File: config.mk
export PLATFORM = sky130hd
export DESIGN_NAME = rs_syn_bm
export DESIGN_NICKNAME = d
export VERILOG_FILES = /design/src/rtl/rsd_pkg.sv /design/src/rtl/rsd_syndrome.sv /design/src/rtl/rsd_bm.sv /design/src/rtl/rs_syn_bm.sv
export SDC_FILE = /design/constraint.sdc
export NUM_CORES = 2
export LEC_CHECK = 0
export ABC_AREA = 0
export BUFFER_PORTS_ARGS = -buffer_cell sky130_fd_sc_hd__buf_4
export CAP_MARGIN = 20
export CORE_MARGIN = 4
export CORE_UTILIZATION = 40
export DETAILED_ROUTE_END_ITERATION = 7
export GPL_TIMING_DRIVEN = 0
export PLACE_DENSITY = 0.63
export SETUP_SLACK_MARGIN = 0.4
export SLEW_MARGIN = 20
export SYNTH_ARGS = -nofsm -noshare
export SYNTH_HDL_FRONTEND = slang
export SYNTH_HIERARCHICAL = 1
export SYNTH_SLANG_ARGS = --single-unit
File: constraint.sdc
create_clock -name clk -period 6.6 [get_ports clk]
set_input_delay 0.99 -clock clk [delete_from_list [all_inputs] [get_ports clk]]
set_output_delay 0.99 -clock clk [all_outputs]
set_load 0.1 [all_outputs]
File: src/rtl/rsd_pkg.sv
package rsd_pkg;

    localparam int SYM_W = 7;
    localparam logic [SYM_W-1:0] RED_POLY = 7'h03;
    localparam int N_SYN = 8;
    localparam int T_CAP = N_SYN / 2;
    localparam int N_LOC = N_SYN + 1;
    localparam int LEN_W = $clog2(N_LOC);
    localparam int IDX_W = $clog2(N_SYN);
    localparam int CNT_W = 8;

    typedef logic [SYM_W-1:0] sym_t;

    typedef enum logic [1:0] {
        ST_CLEAN  = 2'd0,
        ST_CORR   = 2'd1,
        ST_UNCORR = 2'd2
    } verdict_e;

    typedef enum logic [1:0] {
        PH_COLLECT = 2'd0,
        PH_EVAL    = 2'd1,
        PH_SOLVE   = 2'd2,
        PH_FIN     = 2'd3
    } phase_e;

    typedef struct packed {
        sym_t sym;
        logic erase;
        logic last;
    } beat_t;

    // Field product: shift-and-add with reduction by x^7 + x + 1.
    function automatic sym_t gf_mul(sym_t a, sym_t b);
        sym_t acc;
        sym_t sh;
        acc = '0;
        sh  = a;
        for (int i = 0; i < SYM_W; i++) begin
            if (b[i]) acc = acc ^ sh;
            sh = sh[SYM_W-1] ? ((sh << 1) ^ RED_POLY) : (sh << 1);
        end
        return acc;
    endfunction

    // alpha raised to a non-negative power (alpha = x).
    function automatic sym_t gf_alpha_pow(int e);
        sym_t v;
        v = sym_t'(1);
        for (int i = 0; i < e; i++) v = gf_mul(v, sym_t'(2));
        return v;
    endfunction

endpackage

File: src/rtl/rsd_syndrome.sv
module rsd_syndrome
    import rsd_pkg::*;
(
    input  logic                 clk,
    input  logic                 rst,
    input  logic                 take_i,
    input  logic                 first_i,
    input  sym_t                 sym_i,
    input  logic                 erase_i,
    output sym_t [N_SYN-1:0]     syn_o,
    output logic [CNT_W-1:0]     eras_o
);

    // One Horner accumulator per syndrome; each multiplies by its own root.
    for (genvar j = 0; j < N_SYN; j++) begin : g_acc
        localparam sym_t ROOT = gf_alpha_pow(j + 1);
        sym_t acc_q;

        always_ff @(posedge clk) begin
            if (rst) begin
                acc_q <= '0;
            end else if (take_i) begin
                acc_q <= (first_i ? sym_t'(0) : gf_mul(acc_q, ROOT)) ^ sym_i;
            end
        end

        assign syn_o[j] = acc_q;
    end

    logic [CNT_W-1:0] eras_q;

    always_ff @(posedge clk) begin
        if (rst) begin
            eras_q <= '0;
        end else if (take_i) begin
            eras_q <= (first_i ? '0 : eras_q) + CNT_W'(erase_i);
        end
    end

    assign eras_o = eras_q;

    // syndromes move only when a symbol is taken
    a_r1_hold_when_idle: assert property (@(posedge clk) disable iff (rst)
        !take_i |=> $stable(syn_o));

    // within a word the erasure count never goes down
    a_r6_count_monotone: assert property (@(posedge clk) disable iff (rst)
        take_i && !first_i |=> eras_o >= $past(eras_o));

endmodule

File: src/rtl/rsd_bm.sv
module rsd_bm
    import rsd_pkg::*;
(
    input  logic                 clk,
    input  logic                 rst,
    input  logic                 init_i,
    input  logic                 step_i,
    input  sym_t [N_SYN-1:0]     syn_i,
    output sym_t [N_LOC-1:0]     lam_o,
    output logic [LEN_W-1:0]     len_o,
    output logic                 last_o
);

    sym_t [N_LOC-1:0] lam_q, bq_q;
    sym_t [N_LOC-1:0] lam_n, b_sh;
    sym_t             gam_q;
    sym_t             delta;
    logic [LEN_W-1:0] len_q;
    logic [LEN_W-1:0] rnd_q;
    logic             grow;

    // Discrepancy for round r: sum of lam_i * S_(r+1-i).
    always_comb begin
        delta = '0;
        for (int i = 0; i < N_SYN; i++) begin
            if (i <= int'(rnd_q))
                delta = delta ^ gf_mul(lam_q[i], syn_i[IDX_W'(int'(rnd_q) - i)]);
        end
    end

    assign grow = (delta != '0) && ({len_q, 1'b0} <= {1'b0, rnd_q});

    // Inversionless update: lam' = gamma*lam + delta*x*B.
    always_comb begin
        lam_n[0] = gf_mul(gam_q, lam_q[0]);
        for (int i = 1; i < N_LOC; i++)
            lam_n[i] = gf_mul(gam_q, lam_q[i]) ^ gf_mul(delta, bq_q[i-1]);
        b_sh = {bq_q[N_LOC-2:0], sym_t'(0)};
    end

    always_ff @(posedge clk) begin
        if (rst || init_i) begin
            lam_q    <= '0;
            lam_q[0] <= sym_t'(1);
            bq_q     <= '0;
            bq_q[0]  <= sym_t'(1);
            gam_q    <= sym_t'(1);
            len_q    <= '0;
            rnd_q    <= '0;
        end else if (step_i) begin
            lam_q <= lam_n;
            rnd_q <= rnd_q + 1'b1;
            if (grow) begin
                bq_q  <= lam_q;
                gam_q <= delta;
                len_q <= rnd_q + 1'b1 - len_q;
            end else begin
                bq_q  <= b_sh;
            end
        end
    end

    assign lam_o  = lam_q;
    assign len_o  = len_q;
    assign last_o = (rnd_q == LEN_W'(N_SYN - 1));

    // the locator constant term is never lost, so roots stay meaningful
    a_r5_const_term_nonzero: assert property (@(posedge clk) disable iff (rst)
        lam_q[0] != '0);

    // the register length never shrinks during a solve
    a_r4_length_grows: assert property (@(posedge clk) disable iff (rst)
        step_i |=> len_q >= $past(len_q));

    // the length stays within the number of syndromes
    a_r4_length_bounded: assert property (@(posedge clk) disable iff (rst)
        len_q <= LEN_W'(N_SYN));

endmodule

File: src/rtl/rs_syn_bm.sv
module rs_syn_bm
    import rsd_pkg::*;
(
    input  logic                       clk,
    input  logic                       rst,
    input  logic                       in_valid,
    input  logic [SYM_W-1:0]           in_sym,
    input  logic                       in_erase,
    input  logic                       in_last,
    output logic                       in_ready,
    output logic                       out_done,
    output logic [1:0]                 out_verdict,
    output logic [N_SYN*SYM_W-1:0]     out_syn,
    output logic [N_LOC*SYM_W-1:0]     out_loc,
    output logic [LEN_W-1:0]           out_deg,
    output logic [CNT_W-1:0]           out_erasures
);

    phase_e           phase_q;
    logic             first_q;
    logic             clean_q;
    beat_t            beat;
    logic             take;
    sym_t [N_SYN-1:0] syn;
    sym_t [N_LOC-1:0] lam;
    logic [LEN_W-1:0] len;
    logic [CNT_W-1:0] eras;
    logic             bm_init, bm_step, bm_last, syn_zero;
    logic [CNT_W:0]   weight;
    verdict_e         verdict;

    assign beat     = '{sym: in_sym, erase: in_erase, last: in_last};
    assign in_ready = (phase_q == PH_COLLECT);
    assign take     = in_valid && in_ready;
    assign syn_zero = (syn == '0);
    assign bm_init  = (phase_q == PH_EVAL);
    assign bm_step  = (phase_q == PH_SOLVE);

    always_ff @(posedge clk) begin
        if (rst) begin
            phase_q <= PH_COLLECT;
            first_q <= 1'b1;
            clean_q <= 1'b1;
        end else begin
            case (phase_q)
                PH_COLLECT: begin
                    if (take) begin
                        first_q <= beat.last;
                        if (beat.last) phase_q <= PH_EVAL;
                    end
                end
                PH_EVAL: begin
                    clean_q <= syn_zero;
                    phase_q <= syn_zero ? PH_FIN : PH_SOLVE;
                end
                PH_SOLVE: begin
                    if (bm_last) phase_q <= PH_FIN;
                end
                default: phase_q <= PH_COLLECT;
            endcase
        end
    end

    rsd_syndrome u_syn (
        .clk     (clk),
        .rst     (rst),
        .take_i  (take),
        .first_i (first_q),
        .sym_i   (beat.sym),
        .erase_i (beat.erase),
        .syn_o   (syn),
        .eras_o  (eras)
    );

    rsd_bm u_bm (
        .clk     (clk),
        .rst     (rst),
        .init_i  (bm_init),
        .step_i  (bm_step),
        .syn_i   (syn),
        .lam_o   (lam),
        .len_o   (len),
        .last_o  (bm_last)
    );

    assign weight = {{(CNT_W - LEN_W){1'b0}}, len, 1'b0} + {1'b0, eras};

    always_comb begin
        if (clean_q)
            verdict = ST_CLEAN;
        else if (len > LEN_W'(T_CAP) || weight > (CNT_W+1)'(N_SYN))
            verdict = ST_UNCORR;
        else
            verdict = ST_CORR;
    end

    assign out_done     = (phase_q == PH_FIN);
    assign out_verdict  = verdict;
    assign out_syn      = syn;
    assign out_loc      = lam;
    assign out_deg      = len;
    assign out_erasures = eras;

    // taking the final symbol closes the input
    a_r2_refuse_after_last: assert property (@(posedge clk) disable iff (rst)
        take && in_last |=> !in_ready);

    // input reopens right after the done cycle
    a_r2_reopen_after_done: assert property (@(posedge clk) disable iff (rst)
        out_done |=> in_ready);

    // done lasts one cycle
    a_r8_done_single: assert property (@(posedge clk) disable iff (rst)
        out_done |=> !out_done);

    // a clean verdict comes with zero syndromes and an empty locator
    a_r3_clean_is_zero: assert property (@(posedge clk) disable iff (rst)
        out_done && out_verdict == ST_CLEAN |-> out_syn == '0 && out_deg == '0);

    // results hold in the cycle after done
    a_r8_hold_after_done: assert property (@(posedge clk) disable iff (rst)
        out_done |=> $stable(out_loc) && $stable(out_deg) && $stable(out_syn)
                     && $stable(out_verdict) && $stable(out_erasures));

endmodule

==> metrics.cfg <==
[critical_path]
cp_num_buf_inv = 11
arrival_ps = 7000
cp_slowest_stage_delay_ps = 670
reg2reg_depth = 25
startpoint_type = flop
r2r_slack_ps = 70
worstPathMaxFanout = 10
rr_startpoint = u_bm/rnd_q[1]
end_kind = flop
crit_type = flop to flop
cp.required_ps = 7070
cp_top_family = buffers and inverters
crit_top_cell = buf_12
rr_endpoint = u_bm/lam_o[47]
slowest_stage = mux4_2

[cts]
cts_tree = done
ctsHoldBuffers = 0
clk_pin_slew_worst_paths_ps = 60
clockRootBuffer = clkbuf_16
cts_buffers = 29
clk_latency_ps = 640
clock_sinks = 202
cts_max_level = 1
cts_buffer_depth = 3

[power]
power_mw = 20.0
ir_drop_mv = 0.344
power.density_nw_per_um2 = 501
p_leak_nw = 13.3

[routing]
drcViolationCount = 0
wl_per_cell_um = 28.9
wirelength_um = 167000
routed_via_density = 6.29
dr.pass1.iters = 8
ant_nets = 0
drt_iter0_drc = 5593
dr_total_vias = 36210

[sta]
rsz0062_at_grt = true
period_minus_slack_ps = 6530
final.setup.worst_slack_ps = 70.4
tightest_slew_ps = 1230
period_share_pct = 98.9
finalMaxSlewViolations = 0
relSlewSlack_pct = 18.3
fin_skew_ps = 35.6
max_freq_mhz = 153
finalHoldViolations = 0
setup-violations-final = 0

[synthesis]
synth_top_area_share_pct = 22.1
synthArstFlopShare_pct = 0
synth_top_flop_cell = dfxtp_1
synth_top_family_by_area = XOR/XNOR gates
synth_common_cells = nand2_1 (983), xnor2_1 (816), nor2_1 (354)
syn_avg_cell_area_um2 = 7.43
synth_edf_count = 0
synth_nets = 4383
ys_types = 92
synth_compound_area_share_pct = 13.7
synthSimpleGateAreaFrac_pct = 21.3
ys_warn_count = 6
synth_adder_area_share_pct = 1.05
synthXorXnorAreaFrac_pct = 31.6
synth_mux_area_share_pct = 13.5
synth.area.top_cells = xnor2_1 (22%), dfxtp_1 (13%), nand2_1 (11%)
yosysMostFrequentCell = nand2_1
yosysTopAreaCell = xnor2_1
synth_seq_area_share_pct = 12.5
yosys_register_bits = 202
syn_area_um2 = 32300
synthCells = 4345

[outcome]
status = completed

[floorplan]
die_area_um2 = 85300
die_h_um = 292
fp-row-count = 103
die_w_um = 292
initial_utilization_pct = 40.6
io-pin-count = 147
coreArea_um2 = 79500

[placement]
place.gp.congestion = 1.05
dp_slack_ps = -2100
dp_hpwl_um = 116000
io_buffers = 144

[grt]
antenna_found_initial = 7
grt.total_usage_pct = 36.3
grt_first_pass_wirelength_um = 231000
grt_max_degree = 18
grt_remaining_overflow = 0
grt_pass1_vias = 32736

[hold_path]
min-delay-start = u_syn/eras_o[4]
hold_depth = 2
hold_end = u_syn/eras_o[4]
hp-class = flop to flop

[final_layout]
final_nets = 4721
areaGrowthSynthToFinish_pct = 23.9
drive_above_1_share_pct = 20.3

[job]
max_cap_viol_count = 0

## registers in the layout (all words and copies together), names as in the netlist
| register | cells |
|---|---|
| u_syn/eras_o | 8 |
| phase_q | 2 |
| u_bm/rnd_q | 4 |
| clean_q | 1 |
| u_bm/lam_o | 63 |
| u_syn/g_acc.acc_q | 56 |
| u_bm/gam_q | 7 |
| u_bm/b_sh | 56 |
| first_q | 1 |
| u_bm/len_o | 4 |
## worst register-to-register path, delay by kind of cell (launching register included)
kind	cells	cell delay, ps
buf+inv	11	1680
simple gates	3	530
fa+ha+maj	1	220
xor+xnor	4	1460
flops	1	360
compound gates	3	950
mux	3	1180
## report_power, final
part	leakage, nW	total, mW	internal [mW]	switching [mW]
logic	11.1	15.9	5.78	10.2
clock network	0.490	1.74	1.00	0.736
registers	1.65	2.36	1.52	0.841
total	13.3	20.0	8.31	11.7
## what timing repair did
| item | in CTS | in global routing |
|---|---|---|
| gates resized for setup | 341 | 246 |
| cloned | 2 | 8 |
| endpoints found under the setup margin | 123 | 116 |
| pin swaps | 76 | 119 |
| buffers inserted | 97 | 54 |
## logic make-up (layout without fill, tap and decap cells)
kind of cell | count (synthesis) | count (layout)
xor+xnor | 1048 | 1048
simple gates | 1627 | 1627
flops | 202 | 202
fa+ha+maj | 26 | 26
other cells | 0 | 2
compound gates | 662 | 662
buf+inv | 457 | 817
mux | 323 | 323
## placed cells by master, fill, tap and decap left out, types with 40 or more instances in the layout
master	count
a211oi_1	82
buf_12	47
xnor3_1	55
buf_6	40
mux2i_1	109
inv_1	47
a21oi_1	106
nand2b_1	43
xnor2_1	742
dfxtp_1	199
clkbuf_1	243
xor2_1	148
nand2_1	955
mux2_2	61
nor2b_1	48
mux4_2	79
o21ai_0	166
buf_1	53
nor2_1	344
buf_4	270
xnor2_2	71
## per-stage QoR
| stage | std cells | cell area (um^2) | utilization (%) | setup TNS (ps) | hold slack [ps] |
|---|---|---|---|---|---|
| 3_3_place_gp | 5539 | 34700 | 43.6 | -171230 | 533 |
| 4_1_cts | 5692 | 38000 | 47.8 | 0 | 549 |
| 5_1_grt | 5755 | 40000 | 50.3 | 0 | 585 |
| 2_1_floorplan | 4345 | 32300 | - | 0 | 460 |
| 6_report | 5757 | 40000 | 50.3 | 0 | 546 |
| 3_5_place_dp | 5540 | 34700 | 43.6 | -174740 | 538 |
## area by class of cell
type	instances	area, um^2
fillers	7656	39500
multi-input cells	3686	28200
flip-flops and latches	202	4050
repair buffers	307	2740
plain buffers	406	2500
well taps	1050	1310
clock buffers	39	793
inverters	51	206
clock inverters	14	200
diodes	2	5.00
## worst max-delay path by stage
stage	from	to	slack (ps)	depth (start not counted)
after global routing	u_bm/rnd_q[1]	u_bm/lam_o[47]	90	27
after detailed placement	u_bm/rnd_q[1]	u_bm/lam_o[13]	-2100	26
after global placement	u_bm/rnd_q[1]	u_bm/lam_o[13]	-2120	26
final	u_bm/rnd_q[1]	u_bm/lam_o[47]	70	25
after CTS	u_bm/rnd_q[1]	u_bm/lam_o[13]	330	27
after floorplan	u_bm/rnd_q[0]	u_bm/lam_o[15]	770	25
## per-layer routing
metal  part of all wire [%]  wire, um  global-route usage (%)  vias up
li1                       -         -                       -    15254
met1                     37     61000                    46.4    17089
met2                     40     67000                    52.4     3061
met3                     15     25600                    13.6      796
met4                    7.7     12900                    20.7       10
met5                  0.074       123                       0        -
Note: power is estimated with default switching activity, not from simulation.
